--- config.mk ---
export PLATFORM = sky130hd
export DESIGN_NAME = frac_baud_gen
export DESIGN_NICKNAME = d
export VERILOG_FILES = /design/src/rtl/frac_baud_gen.sv
export SDC_FILE = /design/constraint.sdc
export NUM_CORES = 1
export LEC_CHECK = 0
export BUFFER_PORTS_ARGS = -buffer_cell sky130_fd_sc_hd__buf_2
export CELL_PAD_IN_SITES_DETAIL_PLACEMENT = 0
export CELL_PAD_IN_SITES_GLOBAL_PLACEMENT = 2
export CORE_UTILIZATION = 35
export CTS_CLUSTER_DIAMETER = 120
export DETAILED_ROUTE_END_ITERATION = 16
export GPL_TIMING_DRIVEN = 0
export PLACE_DENSITY = 0.75
export SYNTH_ARGS = -nofsm -noshare
export SYNTH_HDL_FRONTEND = slang
export SYNTH_SLANG_ARGS = --single-unit
--- constraint.sdc ---
create_clock -name clk -period 5 [get_ports clk]
set_input_delay 0.5 -clock clk [delete_from_list [all_inputs] [get_ports clk]]
set_output_delay 0.5 -clock clk [all_outputs]
set_load 0.005 [all_outputs]
--- src/rtl/frac_baud_gen.sv ---
module frac_baud_gen #(
  parameter int INT_W  = 16,
  parameter int FRAC_W = 4,
  parameter int OVS_W  = 4
) (
  input  logic       clk,
  input  logic       rst,
  input  logic       wr_en,
  input  logic [1:0] wr_sel,
  input  logic [7:0] wr_data,
  output logic       tick16,
  output logic       tick_bit
);
  localparam int HI_W = INT_W - 8;

  logic [INT_W-1:0]  div_q;
  logic [FRAC_W-1:0] frac_q;
  logic [INT_W-1:0]  cnt;
  logic [FRAC_W-1:0] acc;
  logic [OVS_W-1:0]  sub;
  logic [FRAC_W:0]   acc_sum;

  assign acc_sum  = {1'b0, acc} + {1'b0, frac_q};
  assign tick16   = (cnt == '0) && (div_q != '0);
  assign tick_bit = tick16 && (sub == {OVS_W{1'b1}});

  always_ff @(posedge clk) begin
    if (rst) begin
      div_q  <= '0;
      frac_q <= '0;
    end else if (wr_en) begin
      case (wr_sel)
        2'd0:    div_q[INT_W-1:8] <= wr_data[HI_W-1:0];
        2'd1:    div_q[7:0]       <= wr_data;
        2'd2:    frac_q           <= wr_data[FRAC_W-1:0];
        default: ;
      endcase
    end
  end

  always_ff @(posedge clk) begin
    if (rst) begin
      cnt <= '0;
      acc <= '0;
      sub <= '0;
    end else if (tick16) begin
      acc <= acc_sum[FRAC_W-1:0];
      sub <= sub + 1'b1;
      cnt <= div_q - 1'b1 + {{(INT_W-1){1'b0}}, acc_sum[FRAC_W]};
    end else if (cnt != '0) begin
      cnt <= cnt - 1'b1;
    end
  end

  p_reset_r1: assert property (@(posedge clk)
    rst |=> (cnt == '0 && div_q == '0 && acc == '0 && sub == '0));

  p_frac_low_r3: assert property (@(posedge clk) disable iff (rst)
    (wr_en && wr_sel == 2'd2) |=> frac_q == $past(wr_data[FRAC_W-1:0]));

  p_sel3_r3: assert property (@(posedge clk) disable iff (rst)
    (wr_en && wr_sel == 2'd3) |=> ($stable(div_q) && $stable(frac_q)));

  p_count_down_r5: assert property (@(posedge clk) disable iff (rst)
    (cnt != '0) |=> cnt == $past(cnt) - 1'b1);

  p_reload_r6: assert property (@(posedge clk) disable iff (rst)
    tick16 |=> (cnt == $past(div_q) - 1'b1 || cnt == $past(div_q)));

  p_phase_hold_r7: assert property (@(posedge clk) disable iff (rst)
    !tick16 |=> $stable(acc));

  p_sub_step_r8: assert property (@(posedge clk) disable iff (rst)
    tick16 |=> sub == $past(sub) + 1'b1);

  p_mid_period_r9: assert property (@(posedge clk) disable iff (rst)
    (cnt != '0 && !tick16) |=> !tick16 || $past(cnt) == 1);
endmodule

# Word-level counts from Yosys, hierarchy flattened
# Index checks and enable logic that the tools add are counted.
[op_classes]
addsub = 5
n_eq_ne = 3
n_mux = 2
n_reduce_logical = 10
[ops]
columns = ["cell", "count"]
rows = [
  ["16-bit two-way mux", 2],
  ["16-bit nonzero test", 2],
  ["16-bit by 1-bit subtractor with 16-bit output (second input constant)", 2],
  ["16-bit by 1-bit adder with 16-bit output", 1],
  ["16-bit logical NOT", 1],
  ["2-bit AND reduction", 3],
  ["4-bit by 4-bit adder with 5-bit output", 1],
  ["4-bit by 1-bit adder with 4-bit output (second input constant)", 1],
  ["4-bit == test (second input constant)", 1],
  ["2-bit by 1-bit == test with 1-bit output (second input constant)", 1],
  ["2-bit == test (second input constant)", 1],
  ["1-bit logical AND", 2],
  ["2-bit logical NOT", 1],
  ["2-bit nonzero test", 1],
]
[word_totals]
register_bits = 44
in_bits = 13
out_inout_bits = 2
wordCells = 26

# Longest topological paths before layout
# Gate-level depths: netlist of run 1.
[depth]
depth_word = 3
mapped_depth = 13
mapped_depth_nobuf = 13

# Least setup slack after synthesis of run 1
# OpenSTA, ideal clock, no wires.
[synth_timing]
path_type = "register -> output"
start = "register cnt[0]"
end = "output port tick_bit"
arrival_time_ps = 1916
required_ps = 4500
path_slack_ps = 2584
stages_incl_launch_ff = 8
path_buffers = 0
cell_sequence = "dfxtp_1 -> inv_1 -> ha_1 -> nor3b_1 -> nand2_1 -> or3_1 -> nor2_1 -> and4_1"
[synth_via]
elab_chain_len = 3
[synth_lines]
columns = ["element", "line_no", "source"]
rows = [
  ["from (decl)", "18", "logic [INT_W-1:0] cnt;"],
  ["from (signal assigned)", "49", "cnt <= div_q - 1'b1 + {{(INT_W-1){1'b0}}, acc_sum[FRAC_W]};"],
  ["from (signal assigned)", "51", "cnt <= cnt - 1'b1;"],
  ["16-bit logical NOT", "24", "assign tick16 = (cnt == '0) && (div_q != '0);"],
  ["1-bit logical AND", "24", ""],
  ["via tick16", "11", "output logic tick16,"],
  ["1-bit logical AND", "25", "assign tick_bit = tick16 && (sub == {OVS_W{1'b1}});"],
  ["to (decl)", "12", "output logic tick_bit"],
]
# The timed path passes the listed nets, and every way through them passes these cells.

# Final worst setup path of run 1
[layout_timing]
start = "register cnt[0]"
end = "output port tick_bit"
[layout_via]
elab_chain_len = 3
[layout_lines]
columns = ["element", "line_no"]
rows = [
  ["16-bit logical NOT", "24"],
  ["1-bit logical AND", "24"],
  ["1-bit logical AND", "25"],
]
# No other way between the ends.

==> summary.txt, run 1 <==
Clock tree
  – CTS tree: built
  – H-tree depth: 2
  – Gates resized, CTS repair: 0
  – # hold bufs at CTS: 0
  – CTS max path bufs: 2
  – Clock sink count: 44
  – CTS Buf Count: 5
  – Worst skew pair latency: about 0.29 ns
  – Clock-pin slew on the worst setup and hold paths: 0.08 ns
  – Number of setup buffers added after CTS: 0
  – Root buf cell: clkbuf_8

STA
  – Hold Fails Final Rpt: 0
  – Skew final: 0.00230 ns
  – Tmin final: 3.18 ns
  – Highest clock rate: about 310 MHz
  – Unrepaired setup endpoints after global routing: false
  – Final hold slack: 0.451 ns
  – Tightest Pin Transition: 0.740 ns
  – Post-route clock period utilization: 63.6%
  – Max Slew Vio Count: 0
  – Fin Setup TNS: 0 ns
  – Slew margin rel.: 50.2%
  – Final setup viols: 0

Pwr
  – Switching Power: around 500 uW
  – Leak pwr: 1.11 nW
  – Pwr per Cell Area: 476 nW/um^2
  – Register share of total power: 38.5%
  – Internal power: 773 uW
  – Sw frac: 39.3%
  – Logic pwr share: 43.1%
  – Clk network pwr share: 18.4%
  – Maximum vdd ir drop: 0.180 mV
  – Pwr Total: roughly 1.3 mW

Setup path
  – Crit-path max FO: 6
  – CP required: approximately 4.5 ns
  – CP Data Arrival Time: roughly 2.7 ns
  – Startpoint types: register
  – CP endpoint kind: primary output
  – Crit path kind: register to primary output

Layout
  – Share of layout cells above drive strength 1: 11.3%
  – Nets: 313
  – Layout Cells excl Fill: 369
  – Area grow syn2layout: 10.6%
  – Antenna diodes: 0

Floorplanning
  – Die area: 7260 sq um
  – Initial Util: around 37%
  – Die H: 85.2 um
  – Core Rows: 29
  – Core Region: 6530 sq um
  – Die Span X: 85.2 um
  – Io pins: 15

Logic synthesis
  – Seq/Total Area, Yosys: 36.3%
  – Syn avg cell area: roughly 9 sq um
  – Syn Inst Count: 270
  – Area contributors post-synth: dfxtp_1 (36%), mux2i_1 (9.9%), nor2_1 (6.7%)
  – Yosys top cell area share: a little over a third
  – Async set-reset flop share out of synthesis: 0%
  – Ys flop type: dfxtp_1
  – Yosys reg bits: 44
  – Synth top cells by count: dfxtp_1 (44), nor2_1 (43), mux2i_1 (24)
  – Syn Nets: 292
  – Post-Syn Area: 2420 sq um
  – Number of synthesized flops with an enable pin: 0
  – Leading area contributor after synthesis: dfxtp_1
  – Yosys cell types: 51
  – Most common cell in the netlist: dfxtp_1
  – Yosys warns: 0

Detailed routing
  – WL final: between 5 and 6 mm
  – Detail Route Antenna Nets: 0
  – Drt drc: 0
  – WL/cell: 15.6 um
  – DR vias: 1928
  – Vias per cell: 5.22
  – Pre-antenna DRT Iters: 4
  – First DRT Iteration DRCs: 55

Min path
  – HP Class: input port to register

Global route
  – Largest net degree at the start of global routing: 13
  – Via count of the first global-routing pass: 1907
  – Grt ovf: 0
  – GR Util All Layers: 17.4%
  – Initial antenna violation count: 0
  – First-pass GRT wire length: 9.81 mm

Outcome
  – Outcome: completed

Placement
  – Input/output buffers: 14
  – DPL Wire Length: around 4.4 mm
  – Post-Place Cells: 361
  – RePlAce Congestion: 0.781

Run
  – Max-capacitance violation count: 0
registers in the layout, summed over array words and instances (netlist names):
register,cells
acc,4
cnt,16
div_q,16
frac_q,4
sub,4
power by group through the flow:
stage          Clock [mW]  Combinational, mW  Sequential [mW]
6_report            0.234              0.549            0.491
5_1_grt             0.260              0.627            0.503
4_1_cts             0.243              0.556            0.492
3_5_place_dp            0              0.553            0.500
3_3_place_gp            0              0.548            0.499
2_1_floorplan           0              0.439            0.484
final timing paths:
check | startpoint | endpoint | slack, ns | cells after the start
max | cnt[0] | tick_bit | 1.82 | 8
min | wr_data[5] | div_q[13] | 0.45 | 3
max reg2reg | frac_q[0] | cnt[10] | 2.10 | 13
min reg2reg | frac_q[0] | frac_q[0] | 0.51 | 2
critical path, cell delays in order (launching register included):
cell     delay (ns)
dfxtp_1        0.36
inv_1          0.07
ha_1           0.17
nor3b_1        0.63
nand2_1        0.25
or3_1          0.44
nor2_1         0.16
and4_1         0.20
buf_2          0.11
routing by layer:
| metal | up-vias | track usage, % | routed length (um) |
|---|---|---|---|
| met5 | - | 0 | 0 |
| met4 | 0 | 4.31 | 57 |
| li1 | 1011 | - | - |
| met2 | 21 | 27.2 | 2540 |
| met3 | 7 | 3.21 | 145 |
| met1 | 889 | 24.8 | 3020 |
stage by stage:
step | cell area (sq um) | utilization (%) | setup slack, ns
after floorplan | 2420 | - | 2.58
after global placement | 2590 | 39.7 | 2.09
after detailed placement | 2590 | 39.7 | 2.10
after CTS | 2680 | 41.0 | 1.76
after global routing | 2680 | 41.0 | 1.58
final | 2680 | 41.0 | 1.82
layout make-up:
cell class / instances / area (sq um)
fill: 680 / 3850
tap: 77 / 96.3
buffer: 11 / 51.3
multi-input combinational: 207 / 1460
timing repair buffer: 14 / 70.1
clock buffer: 8 / 90.1
inverter: 8 / 30.0
sequential: 44 / 881
kinds of logic after synthesis:
kind of cell             share of synthesized area (%)
AO/OA/AOI/OAI                                     10.7
XOR/XNOR                                          8.31
flip-flops                                        36.3
multiplexers                                      10.4
adder cells (fa/ha/maj)                           4.96
AND/OR/NAND/NOR                                   25.9
buffers and inverters                             3.36
cells in the final DEF (no fill, tap or decap), drive strengths merged, types with 2 or more instances in the layout:
| master | synthesis | layout |
|---|---|---|
| a211oi | 3 | 3 |
| a21o | 2 | 2 |
| a21oi | 12 | 12 |
| a22oi | 2 | 2 |
| and2 | 2 | 2 |
| buf | 5 | 19 |
| clkbuf | 6 | 14 |
| dfxtp | 44 | 44 |
| ha | 8 | 8 |
| inv | 8 | 8 |
| mux2i | 24 | 24 |
| nand2 | 10 | 10 |
| nand2b | 7 | 7 |
| nand3 | 4 | 4 |
| nand3b | 3 | 3 |
| nand4 | 4 | 4 |
| nor2 | 43 | 43 |
| nor2b | 2 | 2 |
| nor3 | 10 | 10 |
| nor3b | 5 | 5 |
| nor4 | 8 | 8 |
| o21ai | 6 | 6 |
| o31a | 2 | 2 |
| o32ai | 2 | 2 |
| or3 | 4 | 4 |
| or4 | 6 | 6 |
| xnor2 | 10 | 10 |
| xor2 | 13 | 13 |
Note: power is estimated with default switching activity, not from simulation.
==> inputs of run 2 (changes only) <==
- CORE_UTILIZATION: 35 -> 34
- PLACE_DENSITY: 0.75 -> 0.76
- clock period: 5 -> 2.8 ns (I/O delays scaled with it)
==> summary.txt, run 2 (same netlist as run 1, synthesis figures left out) <==
Layout
  – Largest regs: cnt (16), div_q (16) (unchanged)
  – Fin util: 40.6% (was 41.0%)
  – Nets: 314 (was 313)
  – Share of layout cells above drive strength 1: 14.3% (was 11.3%)
  – Most frequent cells in the layout: dfxtp_1 (44), nor2_1 (43), mux2i_1 (24), buf_2 (16), xor2_1 (13) (unchanged)
  – Layout Cells excl Fill: 389 (was 369)
  – Area grow syn2layout: 14.4% (was 10.6%)
  – Fillers: 738 (was 680)
  – Antenna diodes: 0 (unchanged)
  – Commonest non-fill, non-tap cell in the layout: dfxtp_1 (unchanged)

STA
  – Tightest Pin Transition: 0.759 ns (was 0.740 ns)
  – Skew final: 0.0109 ns (was 0.00230 ns)
  – Slew margin rel.: 48.9% (was 50.2%)
  – Hold Fails Final Rpt: 0 (unchanged)
  – Fin Setup TNS: 0 ns (unchanged)
  – Final setup viols: 0 (unchanged)
  – Tmin final: 2.60 ns
  – Final Worst Setup Slack: 0.197 ns (was 1.82 ns)
  – Max Slew Vio Count: 0 (unchanged)
  – Final hold slack: 0.232 ns (was 0.451 ns)
  – Highest clock rate: 384 MHz
  – Post-route clock period utilization: 93.0%

Setup path
  – FF-to-FF setup slack: 0.20 ns (was 2.10 ns)
  – CP top delay family: adder cells (was simple AND/OR/NAND/NOR gates)
  – CP endpoint kind: register (was primary output)
  – Worst path cell trace: ha_1 -> inv_1 -> fa_1 -> inv_1 -> a21o_1 -> a21oi_1 -> ha_1 -> ha_2 -> nor4b_4 -> buf_4 -> nand3_1 -> xnor2_1 -> a21oi_1 -> nor3_1 (was inv_1 -> ha_1 -> nor3b_1 -> nand2_1 -> or3_1 -> nor2_1 -> and4_1 -> buf_2)
  – Largest stage delay, worst path: 0.32 ns (was 0.63 ns)
  – CP Data Arrival Time: 2.82 ns (was 2.68 ns)
  – CP required: 3.02 ns (was 4.50 ns)
  – Critical-path top delay cell: dfxtp_1 (was nor3b_1)
  – Startpoint types: register (unchanged)
  – CP Buf/Inv Count: 3 (was 2)
  – Crit-path max FO: 4 (was 6)
  – Crit path kind: register to register (was register to primary output)

Clock tree
  – CTS tree: built (unchanged)
  – Root buf cell: clkbuf_8 (unchanged)
  – Clock-pin slew on the worst setup and hold paths: 0.08 ns (about the same)
  – Worst skew pair latency: 0.30 ns (was 0.29 ns)
  – Clock sink count: 44 (unchanged)
  – H-tree depth: 2 (unchanged)
  – CTS max path bufs: 2 (unchanged)
  – # hold bufs at CTS: 0 (unchanged)
  – CTS Buf Count: 5 (unchanged)

Detailed routing
  – Drt drc: 0 (unchanged)
  – Vias per cell: 4.97 (was 5.22)
  – First DRT Iteration DRCs: 40 (was 55)
  – WL/cell: 14.8 um (was 15.6 um)
  – Detail Route Antenna Nets: 0 (unchanged)
  – WL final: 5.75 mm (was 5.76 mm)
  – DR vias: 1934 (was 1928)
  – Pre-antenna DRT Iters: 4 (unchanged)

Floorplanning
  – Die H: 86.4 um (was 85.2 um)
  – Io pins: 15 (unchanged)
  – Die area: 7470 sq um (was 7260 sq um)
  – Core Rows: 30 (was 29)
  – Core Region: 6830 sq um (was 6530 sq um)
  – Die Span X: 86.4 um (was 85.2 um)
  – Initial Util: 35.5% (was 37.1%)

Min path
  – HP Class: input port to register (unchanged)

Global route
  – GR Util All Layers: 16.9% (was 17.4%)
  – Grt ovf: 0 (unchanged)
  – First-pass GRT wire length: 9.68 mm (was 9.81 mm)
  – Largest net degree at the start of global routing: 14 (was 13)
  – Initial antenna violation count: 0 (unchanged)
  – Via count of the first global-routing pass: 1884 (was 1907)

Pwr
  – Maximum vdd ir drop: 0.268 mV (was 0.180 mV)
  – Leak pwr: 1.15 nW (was 1.11 nW)
  – Pwr per Cell Area: 855 nW/um^2 (was 476 nW/um^2)

Run
  – Max-capacitance violation count: 0 (unchanged)

Placement
  – Worst slack, placed: -0.150 ns (was 2.10 ns)
  – Post-Place Cells: 380 (was 361)
  – RePlAce Congestion: 0.763 (was 0.781)
  – Input/output buffers: 14 (unchanged)
  – DPL Wire Length: 4.34 mm (was 4.37 mm)

Outcome
  – Outcome: completed (unchanged)
run 2: tightest hold or removal path, stage by stage:
cell and delay (ns):
buf_2 0.09, mux2i_1 0.05, nor2_1 0.07
run 2: final timing paths:
check / start / end / cells past startpoint
worst min-delay path: wr_data[7] / div_q[7] / 3
worst max register to register: frac_q[0] / cnt[12] / 14
worst min register to register: acc[3] / acc[3] / 2
worst max-delay path: frac_q[0] / cnt[12] / 14
run 2: layer usage:
layer	vias to the layer above	share of wire (%)	routed length, um	track usage (%)
met4	0	0.80	46	5.00
li1	1002	-	-	-
met3	4	2.3	134	2.29
met1	905	51	2920	23.4
met2	23	46	2640	27.6
met5	-	0	0	0
run 2: where the power goes:
part	internal (mW)	switching, mW	total (mW)
Combinational	0.452	0.550	1.00
Sequential	0.745	0.141	0.886
Clock	0.265	0.218	0.483
run 2: repair_timing:
action,in CTS,in global routing
resized for setup,3,5
setup buffers,0,2
endpoints found under the setup margin,7,7
run 2: cell type report:
class	count	area [sq um]	share of cell area, %
multi-input combinational	207	1500	54.2
sequential	44	881	31.8
tap	96	120	4.33
timing repair buffer	16	85.1	3.07
clock buffer	6	72.6	2.62
buffer	10	47.5	1.71
clock inverter	2	35.0	1.26
inverter	8	30.0	1.08
run 2: stage by stage:
stage | power [mW] | cell area (sq um)
6_report | 2.37 | 2770
5_1_grt | 2.55 | 2770
4_1_cts | 2.38 | 2740
3_5_place_dp | 1.88 | 2610
3_3_place_gp | 1.88 | 2610
2_1_floorplan | 1.65 | 2420
